===== config.mk =====
export PLATFORM = sky130hd
export DESIGN_NAME = fault_capture
export DESIGN_NICKNAME = d
export VERILOG_FILES = /design/src/rtl/fault_capture_pkg.sv /design/src/rtl/fc_source_map.sv /design/src/rtl/fc_sticky_reg.sv /design/src/rtl/fc_abort_pulse.sv /design/src/rtl/fault_capture.sv
export SDC_FILE = /design/constraint.sdc
export NUM_CORES = 1
export LEC_CHECK = 0
export BUFFER_PORTS_ARGS = -buffer_cell sky130_fd_sc_hd__buf_2
export CAP_MARGIN = 10
export CORE_MARGIN = 4
export CORE_UTILIZATION = 45
export CTS_CLUSTER_DIAMETER = 80
export DETAILED_ROUTE_END_ITERATION = 12
export PLACE_DENSITY = 0.83
export SYNTH_ARGS = -nofsm -noshare
export SYNTH_HDL_FRONTEND = slang
export SYNTH_HIERARCHICAL = 1
export SYNTH_SLANG_ARGS = --single-unit
export TNS_END_PERCENT = 30

===== constraint.sdc =====
create_clock -name clk -period 1.11 [get_ports clk]
set_input_delay 0.111 -clock clk [delete_from_list [all_inputs] [get_ports clk]]
set_output_delay 0.111 -clock clk [all_outputs]
set_load 0.005 [all_outputs]

===== src/rtl/fault_capture_pkg.sv =====
// Package: fault_capture_pkg
// Holds the register width and the fixed bit positions of each fault source.
// Assumes a 16-bit fault register. The positions are part of the behaviour
// that software decodes, so they are constants and cannot be overridden.
package fault_capture_pkg;
    localparam int FLT_W       = 16;
    localparam int POS_GEN     = 0;
    localparam int POS_DMAPAR  = 4;
    localparam int POS_IOADDR  = 5;
    localparam int POS_PIO     = 6;
    localparam int POS_SPARE   = 7;
    localparam int POS_MEMADDR = 8;
    localparam int POS_BIST_LO = 13;
    localparam int POS_BIST_HI = 15;

    // Decoded fault requests of one edge, all active high.
    typedef struct packed {
        logic gen;
        logic dma_par;
        logic addr_io;
        logic addr_mem;
        logic pio;
        logic spare;
        logic bist;
    } flt_req_t;
endpackage


===== src/rtl/fc_source_map.sv =====
// Module: fc_source_map
// Decodes the raw fault inputs into a set vector for the fault register, and
// into an abort request. An address fault (external error or bus timeout) is
// steered by the cycle qualifier and is blocked while suspend is high.
// Assumes all inputs are synchronous to clk.
module fc_source_map
    import fault_capture_pkg::*;
#(
    parameter int W = FLT_W
) (
    input  logic         gen_flt_n,
    input  logic         dma_par_err_n,
    input  logic         ext_addr_err_n,
    input  logic         mem_cycle,
    input  logic         pio_err_n,
    input  logic         spare_flt_n,
    input  logic         bist_flt_n,
    input  logic         bus_tmo,
    input  logic         suspend,
    output logic [W-1:0] set_vec,
    output logic         abort_req
);
    flt_req_t req;
    logic     addr_hit;
    logic     addr_ok;

    // Purpose: find an address fault and apply the suspend gate.
    always_comb begin
        addr_hit = !ext_addr_err_n || bus_tmo;
        addr_ok  = addr_hit && !suspend;
    end

    // Purpose: turn the raw inputs into active-high requests.
    always_comb begin
        req.gen      = !gen_flt_n;
        req.dma_par  = !dma_par_err_n;
        req.addr_io  = addr_ok && !mem_cycle;
        req.addr_mem = addr_ok && mem_cycle;
        req.pio      = !pio_err_n;
        req.spare    = !spare_flt_n;
        req.bist     = !bist_flt_n;
    end

    // Purpose: place each request on its fixed register bits.
    always_comb begin
        set_vec              = '0;
        set_vec[POS_GEN]     = req.gen;
        set_vec[POS_DMAPAR]  = req.dma_par;
        set_vec[POS_IOADDR]  = req.addr_io;
        set_vec[POS_PIO]     = req.pio;
        set_vec[POS_SPARE]   = req.spare;
        set_vec[POS_MEMADDR] = req.addr_mem;
        set_vec[POS_BIST_LO] = req.bist;
        set_vec[POS_BIST_HI] = req.bist;
    end

    // Purpose: request an abort when bit 0, 5 or 8 is being set.
    always_comb begin
        abort_req = req.gen || req.addr_io || req.addr_mem;
    end
endmodule


===== src/rtl/fc_sticky_reg.sv =====
// Module: fc_sticky_reg
// A register of W sticky bits. A bit is set by its set input and cleared by
// the shared clear strobe. A set at the same edge as the clear wins.
// Assumes a synchronous active-low reset.
module fc_sticky_reg #(
    parameter int W = 16
) (
    input  logic         clk,
    input  logic         rst_n,
    input  logic         clr,
    input  logic [W-1:0] set_vec,
    output logic [W-1:0] q
);
    for (genvar i = 0; i < W; i++) begin : g_bit
        // Purpose: hold one fault bit until it is cleared; a set wins over the clear.
        always_ff @(posedge clk) begin
            if (!rst_n) begin
                q[i] <= 1'b0;
            end else begin
                q[i] <= (q[i] && !clr) || set_vec[i];
            end
        end
    end
endmodule


===== src/rtl/fc_abort_pulse.sv =====
// Module: fc_abort_pulse
// Two-stage pipeline. A request seen at edge k makes the strobe active for
// the clock that follows edge k+1. Suspend blocks the request at both stages.
// Assumes that the request lasts one clock per fault.
module fc_abort_pulse (
    input  logic clk,
    input  logic rst_n,
    input  logic abort_req,
    input  logic suspend,
    output logic abort_n
);
    logic pend_q;
    logic fire_q;

    // Purpose: remember a latched abort cause until the next edge.
    always_ff @(posedge clk) begin
        if (!rst_n) begin
            pend_q <= 1'b0;
        end else begin
            pend_q <= abort_req && !suspend;
        end
    end

    // Purpose: drive the strobe for one clock unless suspend is present now.
    always_ff @(posedge clk) begin
        if (!rst_n) begin
            fire_q <= 1'b0;
        end else begin
            fire_q <= pend_q && !suspend;
        end
    end

    // Purpose: make the strobe active low.
    always_comb begin
        abort_n = !fire_q;
    end
endmodule


===== src/rtl/fault_capture.sv =====
// Module: fault_capture (top)
// Fault capture register with abort strobe and illegal-address indicator.
// Assumes that all inputs are synchronous to clk, and that the clear strobe
// comes with the read of fault_reg.
module fault_capture
    import fault_capture_pkg::*;
#(
    parameter int FW = FLT_W
) (
    input  logic          clk,
    input  logic          rst_n,
    input  logic          gen_flt_n,
    input  logic          dma_par_err_n,
    input  logic          ext_addr_err_n,
    input  logic          mem_cycle,
    input  logic          pio_err_n,
    input  logic          spare_flt_n,
    input  logic          bist_flt_n,
    input  logic          bus_tmo,
    input  logic          dma_ack_n,
    input  logic          hold_ack_n,
    input  logic          clr,
    output logic [FW-1:0] fault_reg,
    output logic          abort_n,
    output logic          illegal_addr_n
);
    logic          suspend;
    logic [FW-1:0] set_vec;
    logic          abort_req;

    // Purpose: detect a DMA or hold acknowledge.
    always_comb begin
        suspend = !dma_ack_n || !hold_ack_n;
    end

    fc_source_map #(.W(FW)) u_map (
        .gen_flt_n      (gen_flt_n),
        .dma_par_err_n  (dma_par_err_n),
        .ext_addr_err_n (ext_addr_err_n),
        .mem_cycle      (mem_cycle),
        .pio_err_n      (pio_err_n),
        .spare_flt_n    (spare_flt_n),
        .bist_flt_n     (bist_flt_n),
        .bus_tmo        (bus_tmo),
        .suspend        (suspend),
        .set_vec        (set_vec),
        .abort_req      (abort_req)
    );

    fc_sticky_reg #(.W(FW)) u_reg (
        .clk     (clk),
        .rst_n   (rst_n),
        .clr     (clr),
        .set_vec (set_vec),
        .q       (fault_reg)
    );

    fc_abort_pulse u_abort (
        .clk       (clk),
        .rst_n     (rst_n),
        .abort_req (abort_req),
        .suspend   (suspend),
        .abort_n   (abort_n)
    );

    // Purpose: report a stored address fault unless an acknowledge is present.
    always_comb begin
        illegal_addr_n = !((fault_reg[POS_IOADDR] || fault_reg[POS_MEMADDR]) && !suspend);
    end
endmodule


== After elaboration in Yosys (flattened, before gate mapping) ==
Index checks and enable logic that the tools add are counted.
Word-level totals
  output and inout bits: 18
  word-level logic and storage cells: 66
  input bits: 13
  flip-flop bits (word level): 18
Operators by class
  reductions and logical operators: 48
Operators with widths (number)
  1-bit logical AND: 22
  1-bit zero test: 13
  1-bit logical OR: 13

== Depth between registers and ports, before layout ==
Gate-level depths: netlist of run 1.
  word-level depth: 8
  gate-level depth with buffers: 3
  gate-level depth less buffers: 3

== Modules after synthesis ==
Netlist of run 1, hierarchy kept.
By module, submodules not included
  fc_sticky_reg: cells each 51, area each 565.5 sq um, times used 1, sequential area each 320.3 sq um
  fc_source_map: cells each 19, area each 131.4 sq um, times used 1, sequential area each 0.0 sq um
  fc_abort_pulse: cells each 5, area each 61.3 sq um, times used 1, sequential area each 40.0 sq um
  fault_capture: cells each 2, area each 16.3 sq um, times used 1, sequential area each 0.0 sq um

== Worst setup path after synthesis of run 1 ==
OpenSTA, ideal clock, no wires.
  path kind: register to register
  start point: register u_reg.q[8]
  end point: register u_reg.q[8]
  data arrival time: 610 ps
  setup time: 115 ps
  setup slack: 385 ps
  path buffers: 0
  data required time: 995 ps
  stages on the path, launching flop included: 3
  cells stage by stage: dfxtp_1 and2b_1 o21a_1
Between the ends
  longest elaborated chain between the ends: 2
Ends and longest elaborated chain
  start: declaration: line fc_sticky_reg.sv:12  | output logic [W-1:0] q
  start signal: indexed assignment: line fc_sticky_reg.sv:20  | q[i] <= (q[i] && !clr) || set_vec[i];
  1-bit logical AND: line fc_sticky_reg.sv:20
  1-bit logical OR: line fc_sticky_reg.sv:20
Every way passes these cells.
A chain may end at the register's enable or synchronous reset.

== Worst setup path after layout of run 1 ==
  start point: register u_reg.q[8]
  end point: output port illegal_addr_n
Between the ends
  longest elaborated chain between the ends: 3
Ends and longest elaborated chain
  1-bit logical OR: line fault_capture.sv:68  | illegal_addr_n = !((fault_reg[POS_IOADDR] || fault_reg[POS_MEMADDR]) && !suspend);
  1-bit logical AND: line fault_capture.sv:68
  1-bit zero test: line fault_capture.sv:68
  end: declaration: line fault_capture.sv:25  | output logic illegal_addr_n
Every way passes these cells.

==> impl_metrics.csv, run 1 <==
group,metric,value,unit
status,outcome,"finished, final reports clean",
grt,grt_usage,11.9,%
clock_network,cts_max_level,1,
drt,drt_iter0_markers,5,
sta,clock_skew,0.0000653,ns
finish,nFillCells,135,
pwr,p_leak,0.000466,uW
synthesis,ys_ff_latch,18,
clock_network,cts_resized,0,
setup_path,cp-end-kind,"output pin",
sta,period_needed,0.999,ns
setup_path,cp_data_arrival_time,0.89,ns
finish,nets,120,
setup_path,reg2reg_depth,2,
grt,antenna_found_initial,0,
setup_path,reg2reg_from,"u_reg/q[8]",
drt,ant_nets,0,
grt,grt_pass1_vias,518,
hold_path,min_path_type,"in2reg",
placed_design,place_inst,118,
drt,vias,543,
die,die-area,2450,sq um
clock_network,numCtsBuffers,3,
drt,viasPerCell,4.49,
die,die_h,49.5,um
run,drv_cap,0,
placed_design,gp_congestion,0.658,
setup_path,rrSetupSlack,0.37,ns
sta,hold_viol,0,
finish,multi_input_area,330,sq um
clock_network,cts-root-buf,"clkbuf_4",
clock_network,postCtsHoldBufs,0,
synthesis,synthesis.area,774,sq um
sta,grt_setup_unrepaired,"no",
sta,min_period_over_period,90.0,%
die,core_area,1560,sq um
grt,grt_pass1_wl,2260,um
synthesis,ys_types,15,
pwr,powerDensity,1270,nW/um^2
finish,finalNonFillerCells,121,
clock_network,cts_sinks,18,
synthesis,yosysSeqAreaShare,46.5,%
synthesis,postSynthAreaPerCell,10.1,sq um
finish,layout-drive-gt1-share,35.2,%
setup_path,slowest_stage,"dfxtp_1",
setup_path,critical_path.startpoint,"u_reg/q[8]",
pwr,ir_worst_vdd,0.000785,V
drt,wl,1350,um
setup_path,crit_fanout,3,
die,io_pins,31,
drt,routedWlPerCell,11.1,um
sta,timing.final.max_slew_violations,0,
finish,syn2layout_area_growth,17.0,%
synthesis,synthCells,77,
clock_network,cts_tree,"yes",
clock_network,worstSkewPairLatency,0.28,ns
synthesis,synth.area.top_cells,"dfxtp_1, o21a_1, buf_4",
sta,setup_viol,0,
setup_path,cp-start-kind,"flop",
drt,dr.pass1.iters,2,
sta,fin_setup_tns,0,ns
die,num_rows,14,
grt,grt.overflow.total,0,
sta,fmax,1000,MHz
placed_design,dp_hpwl,992,um
finish,seqCellArea,360,sq um
finish,antenna_cells,0,
setup_path,required,1.00,ns
die,dieWidth,49.5,um
synthesis,yosys.area.top_type,"dfxtp_1",
clock_network,clock_path_buffers,2,
synthesis,yosysWarnings,6,
placed_design,portBuffers,30,
clock_network,clk_pin_slew,0.09,ns
drt,drt_drc_violations_left,0,
clock_network,post-cts-setup-buffers,0,
grt,grt_max_degree,19,
setup_path,crit_path_cell_trace,"o211ai_2 > buf_2",
setup_path,max_stage_delay,0.34,ns
setup_path,regToRegEndpoint,"u_reg/q[8]",
synthesis,yosysTopAreaCellShare,46.5,%
setup_path,worstSetupPathType,"reg2out",
setup_path,crit_end,"illegal_addr_n",
die,start_util,49.7,%
==> cell usage after synthesis <==
library cell,number
nand2_1,1
buf_4,11
nor2b_1,12
inv_1,6
and3b_1,2
nor3b_2,1
clkbuf_2,1
and2b_1,4
o21ai_1,1
o21a_1,16
dfxtp_1,18
o211ai_2,1
nor2b_4,1
nor3_2,1
conb_1,1
==> how the worst min path moves through the flow <==
stage | startpoint | endpoint | slack (ns) | cells after the start
floorplan | dma_ack_n | illegal_addr_n | 0.26 | 1
global placement | dma_par_err_n | u_reg/q[4] | 0.38 | 3
detailed placement | pio_err_n | u_reg/q[6] | 0.38 | 3
CTS | pio_err_n | u_reg/q[6] | 0.08 | 3
global route | pio_err_n | u_reg/q[6] | 0.09 | 3
finish | pio_err_n | u_reg/q[6] | 0.09 | 3
==> per-layer routing <==
| layer | up-vias | wire length, um | track usage, % | share of wire, % |
|---|---|---|---|---|
| li1 | 284 | - | - | - |
| met1 | 243 | 564 | 13.8 | 42 |
| met2 | 16 | 700 | 20.5 | 52 |
| met3 | 0 | 80 | 3.61 | 5.9 |
| met4 | 0 | 0 | 4.15 | 0 |
| met5 | - | 0 | 0 | 0 |
==> cells by family (layout without fill, tap and decap cells) <==
group                  count (synthesis)  count (layout)  synth area share (%)
flip-flops                            18              18                  46.5
buffers and inverters                 18              39                  14.2
other                                  1               8                 0.484
AND/OR/NAND/NOR                       22              22                  21.0
AO/OA/AOI/OAI                         18              18                  17.8
==> per-stage QoR <==
step / power (uW) / instance area [sq um] / worst slack [ns] / util [%] / hold WS, ns
after floorplan: 821 / 801 / 0.385 / - / 0.264
after global placement: 860 / 883 / 0.280 / 56.7 / 0.381
after detailed placement: 866 / 883 / 0.248 / 56.7 / 0.383
after CTS: 1170 / 906 / 0.0881 / 58.1 / 0.0839
after global routing: 1220 / 906 / 0.0560 / 58.1 / 0.0943
final: 1150 / 906 / 0.111 / 58.1 / 0.0922
==> flip-flops by register name (all words and copies together) (netlist names) <==
register,flops
u_reg/q,16
u_abort/fire_q,1
u_abort/pend_q,1
==> worst max-delay path, delay by kind of cell (launching register included) <==
kind	cells	cell delay, ns
AO/OA/AOI/OAI	1	0.15
flip-flops	1	0.34
buffers and inverters	1	0.13
==> cell usage in the layout, fill, tap and decap left out <==
cell type,synthesis,final
o211ai_2,1,1
nor3_2,1,1
and3b_1,2,2
clkbuf_4,0,3
buf_2,0,30
and2b_1,4,4
nor3b_2,1,1
dfxtp_1,18,18
nor2b_1,12,12
nor2b_4,1,1
nand2_1,1,1
o21ai_1,1,1
o21a_1,16,16
conb_1,1,8
inv_1,6,6
==> power by group <==
group / internal [uW] / switching (uW) / total [uW] / leakage, uW
Clock: 126 / 176 / 302 / 0.0000138
Combinational: 83.6 / 68.8 / 152 / 0.000303
Sequential: 683 / 15.1 / 698 / 0.000150
Total: 892 / 260 / 1150 / 0.000466
==> final cells by class <==
| cell class | instances | share of cell area, % |
|---|---|---|
| flip-flops and latches | 18 | 39.8 |
| clock buffers | 3 | 2.49 |
| inverters | 6 | 2.49 |
| repair buffers | 30 | 16.6 |
| well taps | 16 | 2.21 |
| multi-input cells | 48 | 36.5 |
(Power assumes the default switching activity.)
==> inputs of run 2 (changes only) <==
--- a/config.mk
+++ b/config.mk
@@ -8,10 +8,11 @@
 export BUFFER_PORTS_ARGS = -buffer_cell sky130_fd_sc_hd__buf_2
 export CAP_MARGIN = 10
 export CORE_MARGIN = 4
-export CORE_UTILIZATION = 45
+export CORE_UTILIZATION = 49
 export CTS_CLUSTER_DIAMETER = 80
 export DETAILED_ROUTE_END_ITERATION = 12
-export PLACE_DENSITY = 0.83
+export PLACE_DENSITY = 0.89
+export RECOVER_POWER = 25
 export SYNTH_ARGS = -nofsm -noshare
 export SYNTH_HDL_FRONTEND = slang
 export SYNTH_HIERARCHICAL = 1
==> impl_metrics.csv, run 2 (synthesis results as in run 1) <==
group,metric,value,unit
finish,largest_reg_flops,16,
clock_network,clock_path_buffers,2,
sta,grt_setup_unrepaired,"no",
status,outcome,"finished, final reports clean",
placed_design,portBuffers,30,
hold_path,min_path_type,"in2reg",
finish,nets,120,
drt,routedWlPerCell,10.8,um
pwr,powerDensity,1270,nW/um^2
clock_network,cts_sinks,18,
drt,ant_nets,0,
clock_network,clk_pin_slew,0.09,ns
clock_network,cts-root-buf,"clkbuf_4",
setup_path,crit_family,"flip-flops",
pwr,p_total,1150,uW
grt,grt_pass1_wl,2060,um
run,drv_cap,0,
finish,largest-register,"u_reg/q",
sta,clock_skew,0.0000109,ns
setup_path,max_stage_delay,0.34,ns
clock_network,numCtsBuffers,3,
sta,hold_viol,0,
sta,fin_ws,0.111,ns
setup_path,crit_fanout,3,
grt,grt_pass1_vias,511,
die,start_util,51.4,%
clock_network,cts_resized,0,
pwr,p_leak,0.000466,uW
finish,antenna_cells,0,
grt,grt_usage,12.8,%
finish,nFillCells,137,
setup_path,cp_data_arrival_time,0.89,ns
clock_network,post-cts-setup-buffers,0,
drt,drt_iter0_markers,3,
setup_path,slowest_stage,"dfxtp_1",
sta,period_needed,0.999,ns
sta,fmax,1000,MHz
finish,reg_top3,"u_reg/q (16), u_abort/fire_q (1), u_abort/pend_q (1)",
finish,syn2layout_area_growth,17.0,%
die,core_area,1510,sq um
pwr,ir_worst_vdd,0.000925,V
drt,drt_drc_violations_left,0,
setup_path,cp-start-kind,"flop",
placed_design,post-place-ws,0.249,ns
grt,antenna_found_initial,0,
placed_design,gp_congestion,0.621,
setup_path,required,1.00,ns
clock_network,postCtsHoldBufs,0,
die,die-area,2280,sq um
setup_path,worst-path-buf-inv,1,
grt,grt_max_degree,19,
die,io_pins,31,
sta,fin_setup_tns,0,ns
die,die_h,47.8,um
placed_design,dp_hpwl,986,um
drt,viasPerCell,4.50,
setup_path,cp-end-kind,"output pin",
sta,min_period_over_period,90.0,%
drt,dr.pass1.iters,4,
sta,timing.final.max_slew_violations,0,
finish,layout_common_cells,"buf_2, dfxtp_1, o21a_1",
drt,wl,1300,um
hold_path,hold_path_depth,3,
setup_path,crit_path_cell_trace,"o211ai_2 > buf_2",
clock_network,worstSkewPairLatency,0.27,ns
finish,layout_commonest_cell,"buf_2",
finish,layout-drive-gt1-share,35.2,%
die,num_rows,14,
setup_path,worstSetupPathType,"reg2out",
clock_network,cts_tree,"yes",
clock_network,cts_max_level,1,
grt,grt.overflow.total,0,
setup_path,path_depth,2,
die,dieWidth,47.8,um
setup_path,reg2reg_depth,2,
drt,vias,544,
sta,setup_viol,0,
## run 2: cell counts in the layout (fill, tap and decap cells not counted)
No cell type changed its count.
## run 2: cell type report
class | count | area, sq um | area share, %
Clock buffer | 3 | 22.5 | 2.49
Sequential cell | 18 | 360 | 39.8
Multi-Input combinational cell | 48 | 330 | 36.5
Timing Repair Buffer | 30 | 150 | 16.6
Inverter | 6 | 22.5 | 2.49
Tap cell | 16 | 20.0 | 2.21
## run 2: worst min-delay path: stages
cell,delay [ns]
buf_2,0.09
inv_1,0.04
o21a_1,0.10
## run 2: through the flow
step | utilization [%] | cell area (sq um) | cells | hold WS (ns)
detailed placement | 58.6 | 883 | 118 | 0.385
finish | 60.1 | 906 | 121 | 0.0988
CTS | 60.1 | 906 | 121 | 0.0998
global placement | 58.6 | 883 | 118 | 0.381
global route | 60.1 | 906 | 121 | 0.109
floorplan | - | 801 | 84 | 0.264
## run 2: layer usage
layer | global-route usage, % | vias to the layer above | part of all wire, %
met1 | 14.4 | 242 | 41
met3 | 4.14 | 2 | 8.0
li1 | - | 284 | -
met5 | 0 | - | 0
met4 | 4.84 | 0 | 0.69
met2 | 22.4 | 16 | 50
## run 2: worst paths after layout
path,slack [ns],endpoint,from
max,0.11,illegal_addr_n,u_reg/q[8]
min reg2reg,0.48,u_abort/fire_q,u_abort/pend_q
max reg2reg,0.36,u_reg/q[8],u_reg/q[8]
min,0.1,u_reg/q[7],spare_flt_n
## run 2: where the power goes
part           leakage, uW  internal (uW)  switching, uW
logic             0.000303           83.4           67.8
clock network    0.0000138            125            173
registers         0.000150            683           16.0
total             0.000466            891            257
